`config.mk`:
```
export PLATFORM = sky130hd
export DESIGN_NAME = qdb_status_top
export DESIGN_NICKNAME = d
export VERILOG_FILES = /design/src/rtl/qdb_pkg.sv /design/src/rtl/qdb_csr.sv /design/src/rtl/qdb_counter.sv /design/src/rtl/qdb_irq_stat.sv /design/src/rtl/qdb_status_top.sv
export SDC_FILE = /design/constraint.sdc
export NUM_CORES = 1
export LEC_CHECK = 0
export BUFFER_PORTS_ARGS = -buffer_cell sky130_fd_sc_hd__buf_4
export CAP_MARGIN = 20
export CORE_AREA = 2 2 124 96
export DETAILED_ROUTE_END_ITERATION = 10
export DIE_AREA = 0 0 126 98
export SETUP_SLACK_MARGIN = 0.05
export SLEW_MARGIN = 20
export SYNTH_ARGS = -nofsm -noshare
export SYNTH_HDL_FRONTEND = slang
export SYNTH_SLANG_ARGS = --single-unit
```
`constraint.sdc`:
```
create_clock -name clk -period 6.9 [get_ports clk]
set_input_delay 0.69 -clock clk [delete_from_list [all_inputs] [get_ports clk]]
set_output_delay 0.69 -clock clk [all_outputs]
set_load 0.02 [all_outputs]
```
`src/rtl/qdb_pkg.sv`:
```
package qdb_pkg;

    localparam int QDB_CNT_W   = 20;
    localparam int QDB_INSTR   = 8;
    localparam int QDB_N_STAT  = 7;
    localparam int QDB_N_ERR   = QDB_N_STAT - 2;
    localparam int QDB_ADDR_W  = 3;

    // Status bit positions; software decodes these
    localparam int ST_MBOX = 0;
    localparam int ST_OVF  = 1;
    localparam int ST_ERR0 = 2;

    typedef enum logic [QDB_ADDR_W-1:0] {
        SEL_DBELL = 3'd0,
        SEL_STAT  = 3'd1,
        SEL_ENSET = 3'd2,
        SEL_ENCLR = 3'd3,
        SEL_QCTL  = 3'd4
    } qdb_sel_e;

    typedef struct packed {
        logic                  dbell_wr;
        logic [QDB_N_STAT-1:0] stat_clr;
        logic [QDB_N_STAT-1:0] en_set;
        logic [QDB_N_STAT-1:0] en_clr;
    } qdb_strobe_t;

    // Assemble the per-cycle event vector in status bit order
    function automatic logic [QDB_N_STAT-1:0] qdb_events(
        input logic                 mbox,
        input logic                 ovf,
        input logic [QDB_N_ERR-1:0] errs
    );
        logic [QDB_N_STAT-1:0] v;
        v          = '0;
        v[ST_MBOX] = mbox;
        v[ST_OVF]  = ovf;
        v[QDB_N_STAT-1:ST_ERR0] = errs;
        return v;
    endfunction

endpackage

```
`src/rtl/qdb_csr.sv`:
```
module qdb_csr
    import qdb_pkg::*;
#(
    parameter int CNT_W  = QDB_CNT_W,
    parameter int N_STAT = QDB_N_STAT
) (
    input  logic                  clk,
    input  logic                  rst,
    input  logic [QDB_ADDR_W-1:0] reg_addr,
    input  logic                  reg_wr,
    input  logic [CNT_W-1:0]      reg_wdata,
    input  logic [CNT_W-1:0]      cnt,
    input  logic [N_STAT-1:0]     stat,
    input  logic [N_STAT-1:0]     ena,
    output qdb_strobe_t           strobe,
    output logic                  q_en,
    output logic [CNT_W-1:0]      reg_rdata
);

    qdb_sel_e sel;
    assign sel = qdb_sel_e'(reg_addr);

    always_comb begin
        strobe = '0;
        if (reg_wr) begin
            case (sel)
                SEL_DBELL: strobe.dbell_wr = 1'b1;
                SEL_STAT:  strobe.stat_clr = reg_wdata[N_STAT-1:0];
                SEL_ENSET: strobe.en_set   = reg_wdata[N_STAT-1:0];
                SEL_ENCLR: strobe.en_clr   = reg_wdata[N_STAT-1:0];
                default:   strobe = '0;
            endcase
        end
    end

    always_ff @(posedge clk) begin
        if (rst) begin
            q_en <= 1'b0;
        end else if (reg_wr && sel == SEL_QCTL) begin
            q_en <= reg_wdata[0];
        end
    end

    always_comb begin
        case (sel)
            SEL_DBELL:           reg_rdata = cnt;
            SEL_STAT:            reg_rdata = CNT_W'(stat);
            SEL_ENSET, SEL_ENCLR: reg_rdata = CNT_W'(ena);
            SEL_QCTL:            reg_rdata = CNT_W'(q_en);
            default:             reg_rdata = '0;
        endcase
    end

endmodule

```
`src/rtl/qdb_counter.sv`:
```
module qdb_counter
    import qdb_pkg::*;
#(
    parameter int CNT_W = QDB_CNT_W,
    parameter int INSTR = QDB_INSTR
) (
    input  logic             clk,
    input  logic             rst,
    input  logic             add_en,
    input  logic [CNT_W-1:0] add_val,
    input  logic             q_en,
    input  logic             fetch_req,
    output logic             fetch_ack,
    output logic             ovf_evt,
    output logic [CNT_W-1:0] cnt
);

    localparam logic [CNT_W-1:0] STEP = CNT_W'(INSTR);

    logic [CNT_W:0]   sum_w;
    logic [CNT_W-1:0] addend;
    logic [CNT_W-1:0] cnt_d;

    assign addend    = add_en ? add_val : '0;
    assign sum_w     = {1'b0, cnt} + {1'b0, addend};
    assign fetch_ack = fetch_req && q_en && (cnt >= STEP);
    assign ovf_evt   = add_en && sum_w[CNT_W];
    assign cnt_d     = sum_w[CNT_W-1:0] - (fetch_ack ? STEP : '0);

    always_ff @(posedge clk) begin
        if (rst) cnt <= '0;
        else     cnt <= cnt_d;
    end

endmodule

```
`src/rtl/qdb_irq_stat.sv`:
```
module qdb_irq_stat
    import qdb_pkg::*;
#(
    parameter int N_STAT = QDB_N_STAT
) (
    input  logic              clk,
    input  logic              rst,
    input  logic [N_STAT-1:0] evt,
    input  logic [N_STAT-1:0] stat_clr,
    input  logic [N_STAT-1:0] en_set,
    input  logic [N_STAT-1:0] en_clr,
    output logic [N_STAT-1:0] stat,
    output logic [N_STAT-1:0] ena,
    output logic              irq
);

    for (genvar i = 0; i < N_STAT; i++) begin : g_bit
        // Hardware set takes priority over a software clear
        always_ff @(posedge clk) begin
            if (rst)              stat[i] <= 1'b0;
            else if (evt[i])      stat[i] <= 1'b1;
            else if (stat_clr[i]) stat[i] <= 1'b0;
        end

        always_ff @(posedge clk) begin
            if (rst)            ena[i] <= 1'b0;
            else if (en_set[i]) ena[i] <= 1'b1;
            else if (en_clr[i]) ena[i] <= 1'b0;
        end
    end

    assign irq = |(stat & ena);

endmodule

```
`src/rtl/qdb_status_top.sv`:
```
module qdb_status_top
    import qdb_pkg::*;
#(
    parameter int CNT_W  = QDB_CNT_W,
    parameter int INSTR  = QDB_INSTR,
    parameter int N_STAT = QDB_N_STAT
) (
    input  logic                    clk,
    input  logic                    rst,
    input  logic [QDB_ADDR_W-1:0]   reg_addr,
    input  logic                    reg_wr,
    input  logic [CNT_W-1:0]        reg_wdata,
    output logic [CNT_W-1:0]        reg_rdata,
    input  logic                    mbox_wr,
    input  logic [N_STAT-3:0]       err_evt,
    input  logic                    fetch_req,
    output logic                    fetch_ack,
    output logic                    irq_out
);

    logic [CNT_W-1:0]  pend_cnt;
    logic [N_STAT-1:0] stat_q;
    logic [N_STAT-1:0] ena_q;
    logic [N_STAT-1:0] evt_vec;
    logic              q_en;
    logic              ovf_evt;
    qdb_strobe_t       strobe;

    qdb_csr #(.CNT_W(CNT_W), .N_STAT(N_STAT)) u_csr (
        .clk       (clk),
        .rst       (rst),
        .reg_addr  (reg_addr),
        .reg_wr    (reg_wr),
        .reg_wdata (reg_wdata),
        .cnt       (pend_cnt),
        .stat      (stat_q),
        .ena       (ena_q),
        .strobe    (strobe),
        .q_en      (q_en),
        .reg_rdata (reg_rdata)
    );

    qdb_counter #(.CNT_W(CNT_W), .INSTR(INSTR)) u_cnt (
        .clk       (clk),
        .rst       (rst),
        .add_en    (strobe.dbell_wr),
        .add_val   (reg_wdata),
        .q_en      (q_en),
        .fetch_req (fetch_req),
        .fetch_ack (fetch_ack),
        .ovf_evt   (ovf_evt),
        .cnt       (pend_cnt)
    );

    assign evt_vec = qdb_events(mbox_wr, ovf_evt, err_evt);

    qdb_irq_stat #(.N_STAT(N_STAT)) u_irq (
        .clk      (clk),
        .rst      (rst),
        .evt      (evt_vec),
        .stat_clr (strobe.stat_clr),
        .en_set   (strobe.en_set),
        .en_clr   (strobe.en_clr),
        .stat     (stat_q),
        .ena      (ena_q),
        .irq      (irq_out)
    );

endmodule

```
======== Yosys cells after proc, flatten, opt, wreduce, memory -nomap -nowiden ========
Index checks and enable logic that the tools add are counted.
operators by class
  add/sub/neg operators ................... 2
  $mul .................................... 0
  div/mod/pow operators ................... 0
  $lt $le $gt $ge ......................... 1
  equal/unequal tests ..................... 4
  shift operators ......................... 0
  muxes and demuxes ....................... 36
  bitwise operators ....................... 1
  reductions and logical operators ........ 21
operators with widths
  operator                                              number
  case mux 20 bit (4 select lines)                      1
  2-to-1 mux 1 bit                                      29
  nonzero test 2 bit                                    14
  2-to-1 mux 22 bit                                     1
  adder 20 x 20 -> 21 bit                               1
  2-to-1 mux 7 bit                                      3
  >= comparator 20 x 4 -> 1 bit, second input constant  1
  2-to-1 mux 20 bit                                     1
  subtractor 20 bit                                     1
  AND 7 bit                                             1
  OR reduction 7 bit                                    1
  == test 3 x 2 -> 1 bit, second input constant         2
  logical AND 1 bit                                     4
  2-to-1 mux 4 bit                                      1
  == test 3 x 1 -> 1 bit, second input constant         1
  == test 3 bit, second input constant                  1
  zero test 3 bit                                       1
  OR reduction 2 bit                                    1
storage, ports and cells
  bits in registers ....................... 35
  latch bits .............................. 0
  RAM bits ................................ 0
  bits in read-only memories .............. 0
  input bits .............................. 33
  output and inout port bits .............. 22
  logic and storage cells ................. 81
  memories kept ........................... 0

======== Logic depth before layout (Yosys ltp) ========
  depth in word-level cells ............... 7
  depth in mapped cells ................... 18
  depth with buffers taken out ............ 16

======== Hierarchy ========
Synthesis repeated with hierarchy kept, for this count alone.
unflattened totals
  cell total of the unflattened synthesis .. 411
  area, all modules ....................... 3189.3 µm²
modules (own cells, without submodules)
  module        instances  cells each  area an instance (µm²)  sequential area each (µm²)
  qdb_counter   1          268         2105.8                  400.4
  qdb_csr       1          82          558.0                   20.0
  qdb_irq_stat  1          61          525.5                   280.3

======== Worst setup path before layout ========
No wires, ideal clock.
  path kind ............................... input to register
  start point ............................. input reg_addr[1]
  end point ............................... register u_cnt.cnt[18]
  setup time .............................. 0.123 ns
  data arrival time ....................... 4.270 ns
  required time ........................... 6.777 ns
  setup slack ............................. 2.507 ns
  cell stages on the path ................. 13
  buffers on the path ..................... 2
  path through ............................ clkbuf_1 > nor3_1 > clkbuf_1 > nand3_1 > fa_1 > nand2b_1 > a21o_4 > a2111oi_4 > o21ai_0 > a221oi_4 > nand3_2 > nor4_1 > mux2_1
on the way
  cells in the longest elaborated chain, start to end .. 6
RTL lines
  what                     line                  source
  from (decl)              qdb_status_top.sv:10  input logic [QDB_ADDR_W-1:0] reg_addr,
  zero test 3 bit          qdb_csr.sv:26         case (sel)
  2-to-1 mux 1 bit         qdb_csr.sv:26
  2-to-1 mux 22 bit        qdb_csr.sv:25         if (reg_wr) begin
  2-to-1 mux 20 bit        qdb_counter.sv:24     assign addend = add_en ? add_val : '0;
  adder 20 x 20 -> 21 bit  qdb_counter.sv:25     assign sum_w = {1'b0, cnt} + {1'b0, addend};
  subtractor 20 bit        qdb_counter.sv:28     assign cnt_d = sum_w[CNT_W-1:0] - (fetch_ack ? STEP : '0);
  to (signal assigned)     qdb_counter.sv:32     else cnt <= cnt_d;
  to (decl)                qdb_counter.sv:15     output logic [CNT_W-1:0] cnt
No other way between the ends.
A chain may end at the register's enable or synchronous reset.

======== Worst setup path after layout ========
Same ends and word-level chain as after synthesis.

==> key figures <==
Routing
  – Initial DRC count: ~180
  – Post-DRT Antenna Nets: 0
  – DRC: 0
  – Drt via density: between 5 and 6
  – Post-Route M1 WL: between 4000 and 5000 um
  – Met3 WL post-DR: slightly below 700 um
  – Met2 Wirelength: 4069 um
  – First-pass iteration count of the detailed router: 5
  – Final wirelength: ~10000 um
  – Total number of vias: approximately 3400
  – Top Metal Used: met4
  – Wire per inst: between 15 and 20 um

Finish
  – Sequential cell area: 700.7 um^2
  – Design area: 3968 um^2
  – Layout net count: between 500 and 600
  – Area grow syn2layout: 20.75%
  – Area of the multi-input gates: 2455 um^2
  – Inserted Diodes: 0
  – Fraction of layout cells with a size suffix above 1: 0.1874
  – Core Util, Final: 0.3533
  – # fillers: approximately 1200

Setup path
  – CP Depth: 15
  – Delay of the slowest cell on the worst path: 620 ps
  – R2r startpoint: u_cnt.cnt[0]$_SDFF_PP0_
  – Crit path launch: reg_addr[1]
  – Crit path DAT: 4460 ps
  – CP delay by family, top: compound AO/OA/AOI/OAI gates
  – Most frequent CP cell: nor2_1
  – WS Path Type: input pin to register
  – CP Launch Type: input pin
  – CP Capture Point: u_cnt.cnt[18]$_SDFF_PP0_
  – Flop2flop setup slack: approximately 3300 ps
  – Critical Path RT: approximately 7100 ps
  – CP Max Fanout: 18
  – CP Buf/Inv Count: 2
  – Reg2reg end: u_cnt.cnt[18]$_SDFF_PP0_
  – Setup crit end kind: register
  – CP cell instances: buf_4 > nor2_1 > nand2_1 > nor2_1 > ha_1 > inv_1 > fa_1 > nand2b_1 > a21o_4 > a21oi_1 > nor3b_1 > a31oi_1 > a211o_1 > nor4_1 > mux2_1
  – Reg2Reg Depth: 11
  – Worst path slowest cell: a21oi_1

Clocking
  – CTS tree: built
  – Clock Sinks: 35
  – Clock latency at the later pin of the worst-skew pair: 270 ps
  – Max clock buf depth: 2
  – Cts hold-fix bufs: 0
  – Postcts setup bufs: 0
  – Clock-pin slew on the worst setup and hold paths: approximately 60 ps
  – PostCTS Resize Cnt: 0
  – CTS H-Tree Depth: 2
  – Clk root buf: clkbuf_16
  – Number of CTS-inserted buffers: 5

Place
  – DP HPWL: roughly 7500 um
  – # port buffers: 54
  – Post-DP Area: approximately 3800 um^2
  – Final GP Congestion: approximately 0.85

Timing
  – Fmax: 232.5 MHz
  – Unrepaired setup endpoints after global routing: false
  – Setup TNS: 0 ps
  – Worst Tran Pin Value: 1015 ps
  – Min cycle time layout: ~4300 ps
  – Final setup skew: 6.435 ps
  – Max Slew Vio Count: 0
  – # setup viols final: 0
  – Hold Vio Cnt, Final: 0
  – Final period utilization: 0.6233
  – Max-slew headroom: 0.3221
  – Hold WS: roughly 500 ps

Die
  – Top-Level Pins: 55
  – Die height: roughly 100 um
  – Die extent in x: 126 um
  – Starting Density: 0.2926
  – Core area: about 11000 um^2
  – Rows: 34
  – Die area: 12350 um^2

Logic synthesis
  – Mapped Avg Cell Area: ~7.6 um^2
  – Post-synth top area share: 0.2133
  – Yosys warns: 0
  – EDFF count, synth: 0
  – Seq/Total Area, Yosys: 0.2133
  – Primary FF master, synth: dfxtp_1
  – Asr flop ratio synth: 0
  – Net Count, Synth: 491
  – Yosys reg bits: 35
  – Cells after Synth: roughly 440
  – Leading area contributor after synthesis: dfxtp_1
  – Cell area after synthesis: 3286 um^2
  – Netlist cell types: 73
  – Top cells by area, synth: dfxtp_1 21%, ha_1 8.4%, nor2_1 6.3%

Worst hold path
  – Hold crit path type: register to register
  – Startpoint of the worst hold path: u_irq.ena[1]$_SDFFE_PP0P_
  – Hold path depth: 2

Job
  – MaxCap Viol Count: 0

Global route
  – Initial antenna violation count: 0
  – Total grt overflow: 0
  – First-pass GRT wire length: around 16000 um
  – Total track usage: 0.1549
  – Vias in the first global route: between 3000 and 4000
  – Pin count of the biggest net entering global routing: 38

Outcome
  – Status: completed

Power
  – VDD IR max: approximately 0.00012 V
  – Pleak: 1.711 nW
  – PwrDens: 156.9 nW/um^2
cell usage after synthesis, drive strengths merged (4+ instances only):
cell	count
a211o	7
a211oi	6
a21o	10
a21oi	42
a221oi	4
a311oi	4
and2	16
and3	19
buf	6
clkbuf	17
dfxtp	35
ha	22
inv	12
mux2i	9
nand2	23
nand2b	7
nand3	19
nand4	5
nor2	55
nor2b	6
nor3b	6
nor4	6
o211ai	4
o21ai	22
or2	4
or3	16
xnor2	6
registers in the layout, summed over array words and instances, names as in the netlist:
name and flops:
u_cnt.cnt 20, u_csr.q_en 1, u_irq.ena 7, u_irq.stat 7
placed cells by master, fill, tap and decap left out, drive strengths merged, types with 3 or more instances in the layout:
master   instances
or3             16
o211ai           4
a211o            7
a21o            10
nand3           19
a21oi           42
nor2b            6
and3            19
nor4             6
ha              22
nor2            55
clkbuf           6
nor3b            6
a31o             3
a31oi            3
nand4            5
inv             12
o21ai           22
mux2i            9
o21a             3
a22oi            3
xnor2            6
nand2b           7
and2            16
nor3             3
a2111oi          3
nand2           23
buf             55
a221oi           4
or2              4
a211oi           6
a311oi           4
dfxtp           35
metal layers:
| layer | GRT usage | vias to the layer above |
|---|---|---|
| met4 | 0.03804 | 0 |
| li1 | - | 1692 |
| met2 | 0.2324 | 105 |
| met3 | 0.02685 | 12 |
| met5 | 0 | - |
| met1 | 0.2295 | 1581 |
logic make-up (layout without fill, tap and decap cells):
group	after synthesis	after routing	share of synthesized area
multiplexers	11	11	0.03427
AO/OA/AOI/OAI	132	132	0.2925
adder cells (fa/ha/maj)	23	23	0.08987
flip-flops	35	35	0.2133
AND/OR/NAND/NOR	191	191	0.3077
XOR/XNOR	8	8	0.02133
buffers and inverters	35	75	0.04112
metrics by stage:
| step | power, mW | worst slack [ps] | std cells |
|---|---|---|---|
| 2_1_floorplan | 0.3157 | 2507 | 435 |
| 5_1_grt | 0.6541 | 2222 | 619 |
| 3_3_place_gp | 0.3575 | 2493 | 611 |
| 3_5_place_dp | 0.3596 | 2324 | 611 |
| 6_report | 0.6226 | 2600 | 619 |
| 4_1_cts | 0.6274 | 2603 | 619 |
worst min-delay path by stage:
stage | endpoint | slack [ps]
final | u_irq.ena[1]$_SDFFE_PP0P_ | 500
after global routing | u_irq.ena[3]$_SDFFE_PP0P_ | 540
after CTS | u_irq.ena[1]$_SDFFE_PP0P_ | 500
after detailed placement | u_irq.ena[0]$_SDFFE_PP0P_ | 490
after global placement | u_irq.ena[4]$_SDFFE_PP0P_ | 480
after floorplan | u_irq.ena[0]$_SDFFE_PP0P_ | 470
tightest hold or removal path, delay by kind of cell (launching register included):
family	cells	cell delay, ps
compound gates	2	130
flops	1	320
cell type report:
class                      count  share of cell area
inverter                      12             0.01135
timing repair buffer          55              0.1041
clock inverter                 2            0.008830
clock buffer                   6             0.03500
multi-input combinational    365              0.6187
tap                          144             0.04541
sequential                    35              0.1766
report_power, final:
group	total, mW	internal [mW]	switching (mW)
logic	0.135	0.0576	0.0770
registers	0.223	0.213	0.0104
clock network	0.265	0.180	0.0855
total	0.623	0.450	0.173
No activity file was read; power rests on OpenSTA's default activity.
